**src/rtl/pid_pkg.sv**
```systemverilog
package pid_pkg;

  typedef enum logic [3:0] {
    TRIG_OFF      = 4'h0,
    TRIG_LVL_LO   = 4'h8,
    TRIG_RISE     = 4'h9,
    TRIG_FALL     = 4'hA,
    TRIG_ANY_EDGE = 4'hB,
    TRIG_LVL_HI   = 4'hC
  } trig_mode_e;

  localparam int MODE_LSB      = 16;
  localparam int MODE_W        = 4;
  localparam int STATUS_OFFSET = 160;

  // Decide whether a pin's trigger condition holds this cycle.
  function automatic logic trig_hit(input logic [MODE_W-1:0] mode,
                                    input logic cur,
                                    input logic prev,
                                    input logic edges_ok);
    logic hit;
    case (mode)
      TRIG_LVL_LO:   hit = ~cur;
      TRIG_LVL_HI:   hit = cur;
      TRIG_RISE:     hit = edges_ok & cur & ~prev;
      TRIG_FALL:     hit = edges_ok & ~cur & prev;
      TRIG_ANY_EDGE: hit = edges_ok & (cur ^ prev);
      default:       hit = 1'b0;
    endcase
    return hit;
  endfunction

endpackage

```
**src/rtl/pid_sync.sv**
```systemverilog
module pid_sync #(
  parameter int W      = 32,
  parameter int STAGES = 2
) (
  input  logic         clk,
  input  logic         rst_n,
  input  logic [W-1:0] d,
  output logic [W-1:0] q
);

  logic [W-1:0] stage_q [STAGES];

  for (genvar s = 0; s < STAGES; s++) begin : g_stage
    if (s == 0) begin : g_first
      always_ff @(posedge clk or negedge rst_n) begin
        if (!rst_n) stage_q[0] <= '0;
        else        stage_q[0] <= d;
      end
    end else begin : g_next
      always_ff @(posedge clk or negedge rst_n) begin
        if (!rst_n) stage_q[s] <= '0;
        else        stage_q[s] <= stage_q[s-1];
      end
    end
  end

  assign q = stage_q[STAGES-1];

endmodule

```
**src/rtl/pid_ctrl_regs.sv**
```systemverilog
module pid_ctrl_regs #(
  parameter int NUM_PINS = 32,
  parameter int PIN_W    = 5,
  parameter int MODE_W   = 4
) (
  input  logic                       clk,
  input  logic                       rst_n,
  input  logic                       wr_en,
  input  logic [PIN_W-1:0]           wr_idx,
  input  logic [MODE_W-1:0]          wr_mode,
  output logic [NUM_PINS*MODE_W-1:0] mode_vec
);

  for (genvar i = 0; i < NUM_PINS; i++) begin : g_pin
    logic              load;
    logic [MODE_W-1:0] mode_d;
    logic [MODE_W-1:0] mode_q;

    always_comb begin
      load   = wr_en && (wr_idx == PIN_W'(i));
      mode_d = wr_mode;
    end

    always_ff @(posedge clk or negedge rst_n) begin
      if (!rst_n)    mode_q <= '0;
      else if (load) mode_q <= mode_d;
    end

    assign mode_vec[i*MODE_W +: MODE_W] = mode_q;
  end

endmodule

```
**src/rtl/pid_detect.sv**
```systemverilog
module pid_detect #(
  parameter int NUM_PINS    = 32,
  parameter int MODE_W      = 4,
  parameter int SYNC_STAGES = 2
) (
  input  logic                       clk,
  input  logic                       rst_n,
  input  logic [NUM_PINS-1:0]        pin_q,
  input  logic [NUM_PINS*MODE_W-1:0] mode_vec,
  output logic [NUM_PINS-1:0]        set_vec
);

  localparam int WARM_LIMIT = SYNC_STAGES + 1;
  localparam int CNT_W      = $clog2(WARM_LIMIT + 1);

  logic [CNT_W-1:0]    warm_cnt_q, warm_cnt_d;
  logic                warm;
  logic [NUM_PINS-1:0] prev_q;

  // The history only holds a real sample once the synchroniser is full.
  always_comb begin
    warm       = (warm_cnt_q == CNT_W'(WARM_LIMIT));
    warm_cnt_d = warm ? warm_cnt_q : warm_cnt_q + CNT_W'(1);
  end

  always_ff @(posedge clk or negedge rst_n) begin
    if (!rst_n) begin
      warm_cnt_q <= '0;
      prev_q     <= '0;
    end else begin
      warm_cnt_q <= warm_cnt_d;
      prev_q     <= pin_q;
    end
  end

  for (genvar i = 0; i < NUM_PINS; i++) begin : g_hit
    assign set_vec[i] = pid_pkg::trig_hit(mode_vec[i*MODE_W +: MODE_W],
                                          pin_q[i], prev_q[i], warm);
  end

endmodule

```
**src/rtl/pid_status.sv**
```systemverilog
module pid_status #(
  parameter int NUM_PINS = 32
) (
  input  logic                clk,
  input  logic                rst_n,
  input  logic [NUM_PINS-1:0] set_vec,
  input  logic [NUM_PINS-1:0] clr_vec,
  output logic [NUM_PINS-1:0] flags,
  output logic                any_flag
);

  logic [NUM_PINS-1:0] flags_q, flags_d;

  // Set is ORed in after the clear, so it wins a collision.
  always_comb flags_d = (flags_q & ~clr_vec) | set_vec;

  always_ff @(posedge clk or negedge rst_n) begin
    if (!rst_n) flags_q <= '0;
    else        flags_q <= flags_d;
  end

  assign flags    = flags_q;
  assign any_flag = |flags_q;

endmodule

```
**src/rtl/pin_irq_detect.sv**
```systemverilog
module pin_irq_detect #(
  parameter int NUM_PINS    = 32,
  parameter int ADDR_W      = 8,
  parameter int DATA_W      = 32,
  parameter int SYNC_STAGES = 2
) (
  input  logic                clk,
  input  logic                rst_n,
  input  logic [NUM_PINS-1:0] pins_in,
  input  logic                bus_sel,
  input  logic                bus_we,
  input  logic [ADDR_W-1:0]   bus_addr,
  input  logic [DATA_W-1:0]   bus_wdata,
  output logic [DATA_W-1:0]   bus_rdata,
  output logic                irq_out
);

  localparam int MODE_W = pid_pkg::MODE_W;
  localparam int MODE_LSB = pid_pkg::MODE_LSB;
  localparam int PIN_W  = (NUM_PINS > 1) ? $clog2(NUM_PINS) : 1;
  localparam logic [ADDR_W-1:0] STATUS_ADDR = ADDR_W'(pid_pkg::STATUS_OFFSET);

  logic [ADDR_W-3:0]             word_idx;
  logic [PIN_W-1:0]              pin_idx;
  logic                          ctrl_hit;
  logic                          status_hit;
  logic [NUM_PINS-1:0]           pin_q;
  logic [NUM_PINS*MODE_W-1:0]    mode_vec;
  logic [NUM_PINS-1:0]           set_vec;
  logic [NUM_PINS-1:0]           clr_vec;
  logic [NUM_PINS-1:0]           flags_q;

  // Address decode
  always_comb begin
    word_idx   = bus_addr[ADDR_W-1:2];
    pin_idx    = word_idx[PIN_W-1:0];
    ctrl_hit   = bus_sel && (bus_addr[1:0] == 2'b00) && (int'(word_idx) < NUM_PINS);
    status_hit = bus_sel && (bus_addr == STATUS_ADDR);
    clr_vec    = (status_hit && bus_we) ? bus_wdata[NUM_PINS-1:0] : '0;
  end

  pid_sync #(.W(NUM_PINS), .STAGES(SYNC_STAGES)) u_sync (
    .clk   (clk),
    .rst_n (rst_n),
    .d     (pins_in),
    .q     (pin_q)
  );

  pid_ctrl_regs #(.NUM_PINS(NUM_PINS), .PIN_W(PIN_W), .MODE_W(MODE_W)) u_ctrl (
    .clk      (clk),
    .rst_n    (rst_n),
    .wr_en    (ctrl_hit && bus_we),
    .wr_idx   (pin_idx),
    .wr_mode  (bus_wdata[MODE_LSB +: MODE_W]),
    .mode_vec (mode_vec)
  );

  pid_detect #(.NUM_PINS(NUM_PINS), .MODE_W(MODE_W), .SYNC_STAGES(SYNC_STAGES)) u_detect (
    .clk      (clk),
    .rst_n    (rst_n),
    .pin_q    (pin_q),
    .mode_vec (mode_vec),
    .set_vec  (set_vec)
  );

  pid_status #(.NUM_PINS(NUM_PINS)) u_status (
    .clk      (clk),
    .rst_n    (rst_n),
    .set_vec  (set_vec),
    .clr_vec  (clr_vec),
    .flags    (flags_q),
    .any_flag (irq_out)
  );

  // Same-cycle read mux
  always_comb begin
    bus_rdata = '0;
    if (ctrl_hit && !bus_we) begin
      bus_rdata[MODE_LSB +: MODE_W] = mode_vec[pin_idx*MODE_W +: MODE_W];
    end else if (status_hit && !bus_we) begin
      bus_rdata[NUM_PINS-1:0] = flags_q;
    end
  end

endmodule

```
**config.mk**
```make
export PLATFORM = sky130hd
export DESIGN_NAME = pin_irq_detect
export DESIGN_NICKNAME = d
export VERILOG_FILES = /design/src/rtl/pid_pkg.sv /design/src/rtl/pid_sync.sv /design/src/rtl/pid_ctrl_regs.sv /design/src/rtl/pid_detect.sv /design/src/rtl/pid_status.sv /design/src/rtl/pin_irq_detect.sv
export SDC_FILE = /design/constraint.sdc
export NUM_CORES = 1
export LEC_CHECK = 0
export BUFFER_PORTS_ARGS = -buffer_cell sky130_fd_sc_hd__buf_4
export CAP_MARGIN = 25
export CORE_AREA = 2 2 137 139
export CTS_CLUSTER_SIZE = 8
export DETAILED_ROUTE_END_ITERATION = 8
export DIE_AREA = 0 0 139 141
export PLACE_DENSITY = 0.84
export SETUP_SLACK_MARGIN = 0.05
export SYNTH_ARGS = -nofsm -noshare
export SYNTH_HDL_FRONTEND = slang
export SYNTH_SLANG_ARGS = --single-unit
```
**constraint.sdc**
```tcl
create_clock -name clk -period 6.91 [get_ports clk]
set_input_delay 1.382 -clock clk [delete_from_list [all_inputs] [get_ports clk]]
set_output_delay 1.382 -clock clk [all_outputs]
set_load 0.005 [all_outputs]
```
==> impl_metrics.json, run 1 <==
{
  "cp_max_fo": 55,
  "fin_util": 0.7368,
  "path_cells": "buf_4 > or4b_4 > nor4_4 > buf_4 > a32o_1 > buf_4",
  "dp_cells": 1184,
  "grtUsageTotal": 0.3048,
  "tritoncts": "done",
  "max-vdd-ir-drop_mv": 0.1966,
  "grt_pass1_wl_um": 46640,
  "cts_resized": 0,
  "status": "completed",
  "synth_top_area_cell": "dfrtp_1",
  "max_slew_margin": 0.3885,
  "layout_common_cells": "dfrtp_1, mux2_2, buf_4",
  "clk_pin_slew_ns": 0.05,
  "postCtsSetupBuffers": 0,
  "wl_um": 29550,
  "rsz0062_at_grt": "false",
  "syn_area_per_cell_sq_um": 13.09,
  "gp_routability_congestion": 0.8842,
  "hold_path_class": "register to register",
  "first_iter_violations": 770,
  "finalClockSkew_ns": 0.01564,
  "n_fill_cell": 1188,
  "synth_top_area_share": 0.5618,
  "fin_crit_ns": 5.065,
  "placementRows": 50,
  "detail-route-antenna-nets": 0,
  "nets": 1068,
  "grt_pass1_vias": 8300,
  "yosysUniqueCellTypes": 50,
  "syn_to_final_growth_pct": 17.14,
  "cp_common_cell": "buf_4",
  "yosys_most_used_dff": "dfrtp_1",
  "critical_path_buf_inv_count": 3,
  "start_util": 0.6290,
  "die_w_um": 139,
  "finalWorstSetupSlack_ns": 1.845,
  "boundaryPins": 109,
  "setup_viol": 0,
  "critPathCaptureType": "primary output",
  "design.die.area_sq_um": 19600,
  "min_from": "u_sync.stage_q[53]$_DFF_PN0_",
  "ys_seq_area_frac": 0.5618,
  "root_buffer": "clkbuf_16",
  "tns_ns": 0,
  "tightest_slew_ns": 0.9173,
  "cts_buffer_depth": 3,
  "worstPathArrival_ns": 3.68,
  "ff2ff_path_depth": 6,
  "critPathMaxStageDelay_ns": 0.67,
  "antenna_found_initial": 0,
  "cts_inserted_buffers": 38,
  "core_area_sq_um": 18270,
  "ys_warn_count": 0,
  "viasPerCell": 6.832,
  "drt_first_pass_iters": 5,
  "period_share": 0.7330,
  "cts.sinks": 258,
  "holdPathEnd": "u_sync.q[21]$_DFF_PN0_",
  "r2r_start": "u_detect.warm_cnt_q[0]$_DFFE_PN0P_",
  "pre_cts_ws_ns": 1.908,
  "power_density_nw_per_um2": 267.1,
  "crit_type": "primary input to primary output",
  "antennaDiodeCount": 0,
  "min_path_cells": 0,
  "vias": 8383,
  "syn-num-nets": 955,
  "io_buffers": 108,
  "grt_max_degree": 106,
  "cp_slowest_cell": "or4b_4",
  "drive_gt1_frac": 0.3293,
  "start_kind": "primary input",
  "cts_hold_buf": 0,
  "cpLargestDelayFamily": "simple AND/OR/NAND/NOR gates",
  "clkLatencyLatePin_ns": 0.52,
  "synth-edff-count": 0,
  "slew_viol_final": 0,
  "syn_area_sq_um": 11490,
  "synthArstFlopShare": 1.000,
  "die_y_um": 141,
  "layout_commonest_cell": "dfrtp_1",
  "r2r_end": "u_status.flags[23]$_DFF_PN0_",
  "final_hold_viol_count": 0,
  "wl_per_cell_um": 24.08,
  "fin_cells": 1227,
  "synth_cells": 878,
  "fmax_mhz": 197.4,
  "cp.required_ns": 5.53,
  "maxCapViolations": 0,
  "hpwl_um": 18960,
  "power.leakage_nw": 6.195,
  "ff2ff_setup_slack_ns": 4.78,
  "htreeDepth": 2,
  "synth_area_leaders": "dfrtp_1, mux2_2, mux4_2",
  "overflow": 0,
  "drc": 0,
  "synth-seq-cells": 258
}
[worst reg2reg max path, delay by kind of cell, from the launching register on]
kind	cells	cell delay [ns]
compound gates	3	0.52
flops	1	0.37
fa+ha+maj	1	0.23
simple gates	1	0.40
buf+inv	1	0.56
[area by class of cell]
class / count / area [sq um] / area share
clock buffers: 38 / 950.9 / 0.07065
clock inverters: 4 / 42.54 / 0.003160
inverters: 3 / 11.26 / 0.0008366
multi-input cells: 576 / 4823 / 0.3583
flip-flops and latches: 258 / 6456 / 0.4796
well taps: 234 / 292.8 / 0.02175
repair buffers: 114 / 883.3 / 0.06563
[metrics by stage]
step                cell area, sq um  total power [mW]  hold WS (ns)
finish                         13460             3.595        0.3409
global placement               12440             1.999        0.3313
global route                   13460             3.704        0.3436
CTS                            13430             3.601        0.3403
detailed placement             12440             2.009        0.3347
floorplan                      11490             1.852        0.3312
[metal layers]
layer / global-route usage / part of all wire / routed length (um)
met5: 0 / 0 / 0
met3: 0.04993 / 0.084 / 2476
met1: 0.4290 / 0.40 / 11940
met4: 0.1340 / 0.034 / 1008
met2: 0.4768 / 0.48 / 14120
[how the worst max path moves through the flow]
stage                           start       endpoint  slack, ns  cells past startpoint
final                     bus_addr[3]  bus_rdata[18]       1.84                      6
after global routing      bus_addr[3]  bus_rdata[18]       1.75                      6
after CTS                 bus_addr[3]  bus_rdata[19]       1.89                      6
after detailed placement  bus_addr[3]  bus_rdata[18]       1.91                      6
after global placement    bus_addr[3]  bus_rdata[18]       1.95                      6
after floorplan           bus_addr[5]  bus_rdata[16]       2.58                      6
[power by group]
| part | total, mW | switching [mW] | leakage, nW | internal [mW] |
|---|---|---|---|---|
| Clock | 1.59 | 0.620 | 0.488 | 0.970 |
| Combinational | 0.274 | 0.141 | 2.39 | 0.133 |
| Sequential | 1.73 | 0.115 | 3.32 | 1.62 |
| Total | 3.60 | 0.876 | 6.19 | 2.72 |
[synthesized netlist by cell type, types with 3 or more instances]
| master | count |
|---|---|
| nand3b_1 | 4 |
| dfrtp_1 | 258 |
| nand2b_1 | 4 |
| clkbuf_1 | 28 |
| inv_1 | 3 |
| nor2b_1 | 5 |
| o221ai_1 | 3 |
| a31oi_1 | 33 |
| nand4_1 | 9 |
| nor4bb_1 | 30 |
| buf_6 | 5 |
| nand2_1 | 50 |
| nand3_1 | 11 |
| o31ai_1 | 30 |
| nor4_4 | 3 |
| o32a_1 | 4 |
| a32o_1 | 4 |
| nor3b_1 | 30 |
| mux2i_1 | 15 |
| o21ai_0 | 33 |
| nor3_1 | 5 |
| and2_1 | 28 |
| nor2_1 | 45 |
| a22o_1 | 35 |
| nor4_1 | 9 |
| mux4_2 | 20 |
| a211o_1 | 3 |
| a22oi_1 | 5 |
| mux2_2 | 137 |
| buf_2 | 6 |
[cell families after synthesis]
group,synth area share
AOI/OAI and AO/OA,0.09604
xor gates and xnor gates,0.002287
and+or+nand+nor,0.1336
muxes,0.1865
DFF,0.5618
buffers and inverters,0.01862
adders and majority gates,0.001089
[flip-flops by register name, summed over array words and instances (netlist names)]
register and flops:
u_sync.q 32, u_ctrl.g_pin.mode_q 128, u_status.flags 32, u_detect.warm_cnt_q 2, u_detect.prev_q 32, u_sync.stage_q 32
Note: power is estimated with default switching activity, not from simulation.
==> run 2: changes to the inputs <==
--- a/config.mk
+++ b/config.mk
@@ -7,11 +7,11 @@
 export LEC_CHECK = 0
 export BUFFER_PORTS_ARGS = -buffer_cell sky130_fd_sc_hd__buf_4
 export CAP_MARGIN = 25
-export CORE_AREA = 2 2 137 139
+export CORE_AREA = 2 2 143 145
 export CTS_CLUSTER_SIZE = 8
 export DETAILED_ROUTE_END_ITERATION = 8
-export DIE_AREA = 0 0 139 141
-export PLACE_DENSITY = 0.84
+export DIE_AREA = 0 0 145 147
+export PLACE_DENSITY = 0.78
 export SETUP_SLACK_MARGIN = 0.05
 export SYNTH_ARGS = -nofsm -noshare
 export SYNTH_HDL_FRONTEND = slang
==> constraint.sdc (replaced) <==
create_clock -name clk -period 5.1 [get_ports clk]
set_input_delay 1.02 -clock clk [delete_from_list [all_inputs] [get_ports clk]]
set_output_delay 1.02 -clock clk [all_outputs]
set_load 0.005 [all_outputs]
==> impl_metrics.json, run 2 (same netlist as run 1, synthesis figures left out) <==
{
  "status": "completed",
  "layout_common_cells": "dfrtp_1, mux2_2, buf_4",
  "regArea_sq_um": 6456,
  "vias": 8176,
  "tns_ns": 0,
  "fin_cells": 1263,
  "multi_input_area_sq_um": 4823,
  "detail-route-antenna-nets": 0,
  "slew_viol_final": 0,
  "boundaryPins": 109,
  "rsz0062_at_grt": "false",
  "gp_routability_congestion": 0.8316,
  "grtUsageTotal": 0.2780,
  "min_path_cells": 0,
  "clkLatencyLatePin_ns": 0.51,
  "critical_path_buf_inv_count": 3,
  "cts_resized": 0,
  "postCtsSetupBuffers": 0,
  "use_met1": 0.3936,
  "wl_per_cell_um": 22.95,
  "grt_util_met2": 0.4248,
  "ff2ff_setup_slack_ns": 2.94,
  "viasPerCell": 6.473,
  "start_kind": "primary input",
  "clk_pin_slew_ns": 0.04,
  "grt_max_degree": 123,
  "hold_path_class": "register to register",
  "cpLargestDelayFamily": "simple AND/OR/NAND/NOR gates",
  "htreeDepth": 2,
  "r2r_start": "u_detect.warm_cnt_q[0]$_DFFE_PN0P_",
  "cts_inserted_buffers": 38,
  "io_buffers": 108,
  "worstPathArrival_ns": 3.29,
  "final_hold_viol_count": 0,
  "design.die.area_sq_um": 21320,
  "period_share": 0.8447,
  "grt_pass1_wl_um": 46170,
  "fin_crit_ns": 4.308,
  "drc": 0,
  "antenna_found_initial": 1,
  "die_y_um": 147,
  "critPathMaxStageDelay_ns": 0.68,
  "layout_commonest_cell": "dfrtp_1",
  "core_area_sq_um": 19840,
  "start_util": 0.5791,
  "tritoncts": "done",
  "regMostFlops": "u_ctrl.g_pin.mode_q",
  "min_from": "u_sync.stage_q[40]$_DFF_PN0_",
  "holdPathEnd": "u_sync.q[8]$_DFF_PN0_",
  "antennaDiodeCount": 0,
  "maxCapViolations": 0,
  "max-vdd-ir-drop_mv": 0.2005,
  "wl_um": 28990,
  "setup_viol": 0,
  "tightest_slew_ns": 0.9601,
  "dp_cells": 1221,
  "power_density_nw_per_um2": 360.7,
  "largest_reg_flops": 128,
  "power.leakage_nw": 6.207,
  "cts.sinks": 258,
  "placementRows": 52,
  "first_iter_violations": 692,
  "use_met3": 0.05590,
  "cp.required_ns": 4.08,
  "overflow": 0,
  "grt_pass1_vias": 8241,
  "cp_max_fo": 55,
  "finalClockSkew_ns": 0.01195,
  "syn_to_final_growth_pct": 17.78,
  "max_slew_margin": 0.3599,
  "drive_gt1_frac": 0.3293,
  "critPathCaptureType": "primary output",
  "n_fill_cell": 1421,
  "root_buffer": "clkbuf_16",
  "fmax_mhz": 232.1,
  "die_w_um": 145,
  "hpwl_um": 18920,
  "crit_type": "primary input to primary output",
  "cts_buffer_depth": 3,
  "r2r_end": "u_status.flags[0]$_DFF_PN0_",
  "cp_common_cell": "buf_4",
  "cp_slowest_cell": "or4b_4",
  "ff2ff_path_depth": 6,
  "grt.busiest_layer": "met2",
  "cts_hold_buf": 0,
  "path_cells": "buf_4 > or4b_4 > nor4_4 > buf_4 > a32o_1 > buf_4",
  "drt_first_pass_iters": 5,
  "nets": 1068
}
[run 2: metal layers]
metal / up-vias / routed length, um
li1: 3559 / -
met1: 4152 / 12180
met2: 390 / 13420
met3: 75 / 2349
met4: 0 / 1040
met5: - / 0
[run 2: final cells by class]
| cell class | count | share of cell area |
|---|---|---|
| inverters | 3 | 0.0008320 |
| multi-input cells | 576 | 0.3564 |
| well taps | 270 | 0.02496 |
| flip-flops and latches | 258 | 0.4770 |
| clock buffers | 39 | 0.07211 |
| clock inverters | 3 | 0.003051 |
| repair buffers | 114 | 0.06564 |
[run 2: metrics by stage]
step / hold WS, ns / utilization / power [mW] / instance area (sq um) / worst slack, ns
floorplan: 0.3312 / - / 2.509 / 11490 / 1.499
global placement: 0.3317 / 0.6308 / 2.720 / 12520 / 0.8588
global route: 0.3478 / 0.6820 / 5.063 / 13530 / 0.7102
detailed placement: 0.3347 / 0.6308 / 2.727 / 12520 / 0.8324
finish: 0.3417 / 0.6820 / 4.881 / 13530 / 0.7923
CTS: 0.3451 / 0.6820 / 4.916 / 13530 / 0.8321
[run 2: power by group]
part | total [mW] | internal (mW) | switching, mW
Clock | 2.17 | 1.34 | 0.829
Sequential | 2.34 | 2.19 | 0.153
Combinational | 0.365 | 0.179 | 0.186
[run 2: worst max-delay path by stage]
stage | start | end | slack (ns) | cells past startpoint
6_report | bus_addr[3] | bus_rdata[18] | 0.79 | 6
5_1_grt | bus_addr[3] | bus_rdata[18] | 0.71 | 6
2_1_floorplan | bus_addr[5] | bus_rdata[19] | 1.50 | 6
4_1_cts | bus_addr[3] | bus_rdata[19] | 0.83 | 6
3_3_place_gp | bus_addr[3] | bus_rdata[19] | 0.86 | 6
3_5_place_dp | bus_addr[3] | bus_rdata[19] | 0.83 | 6
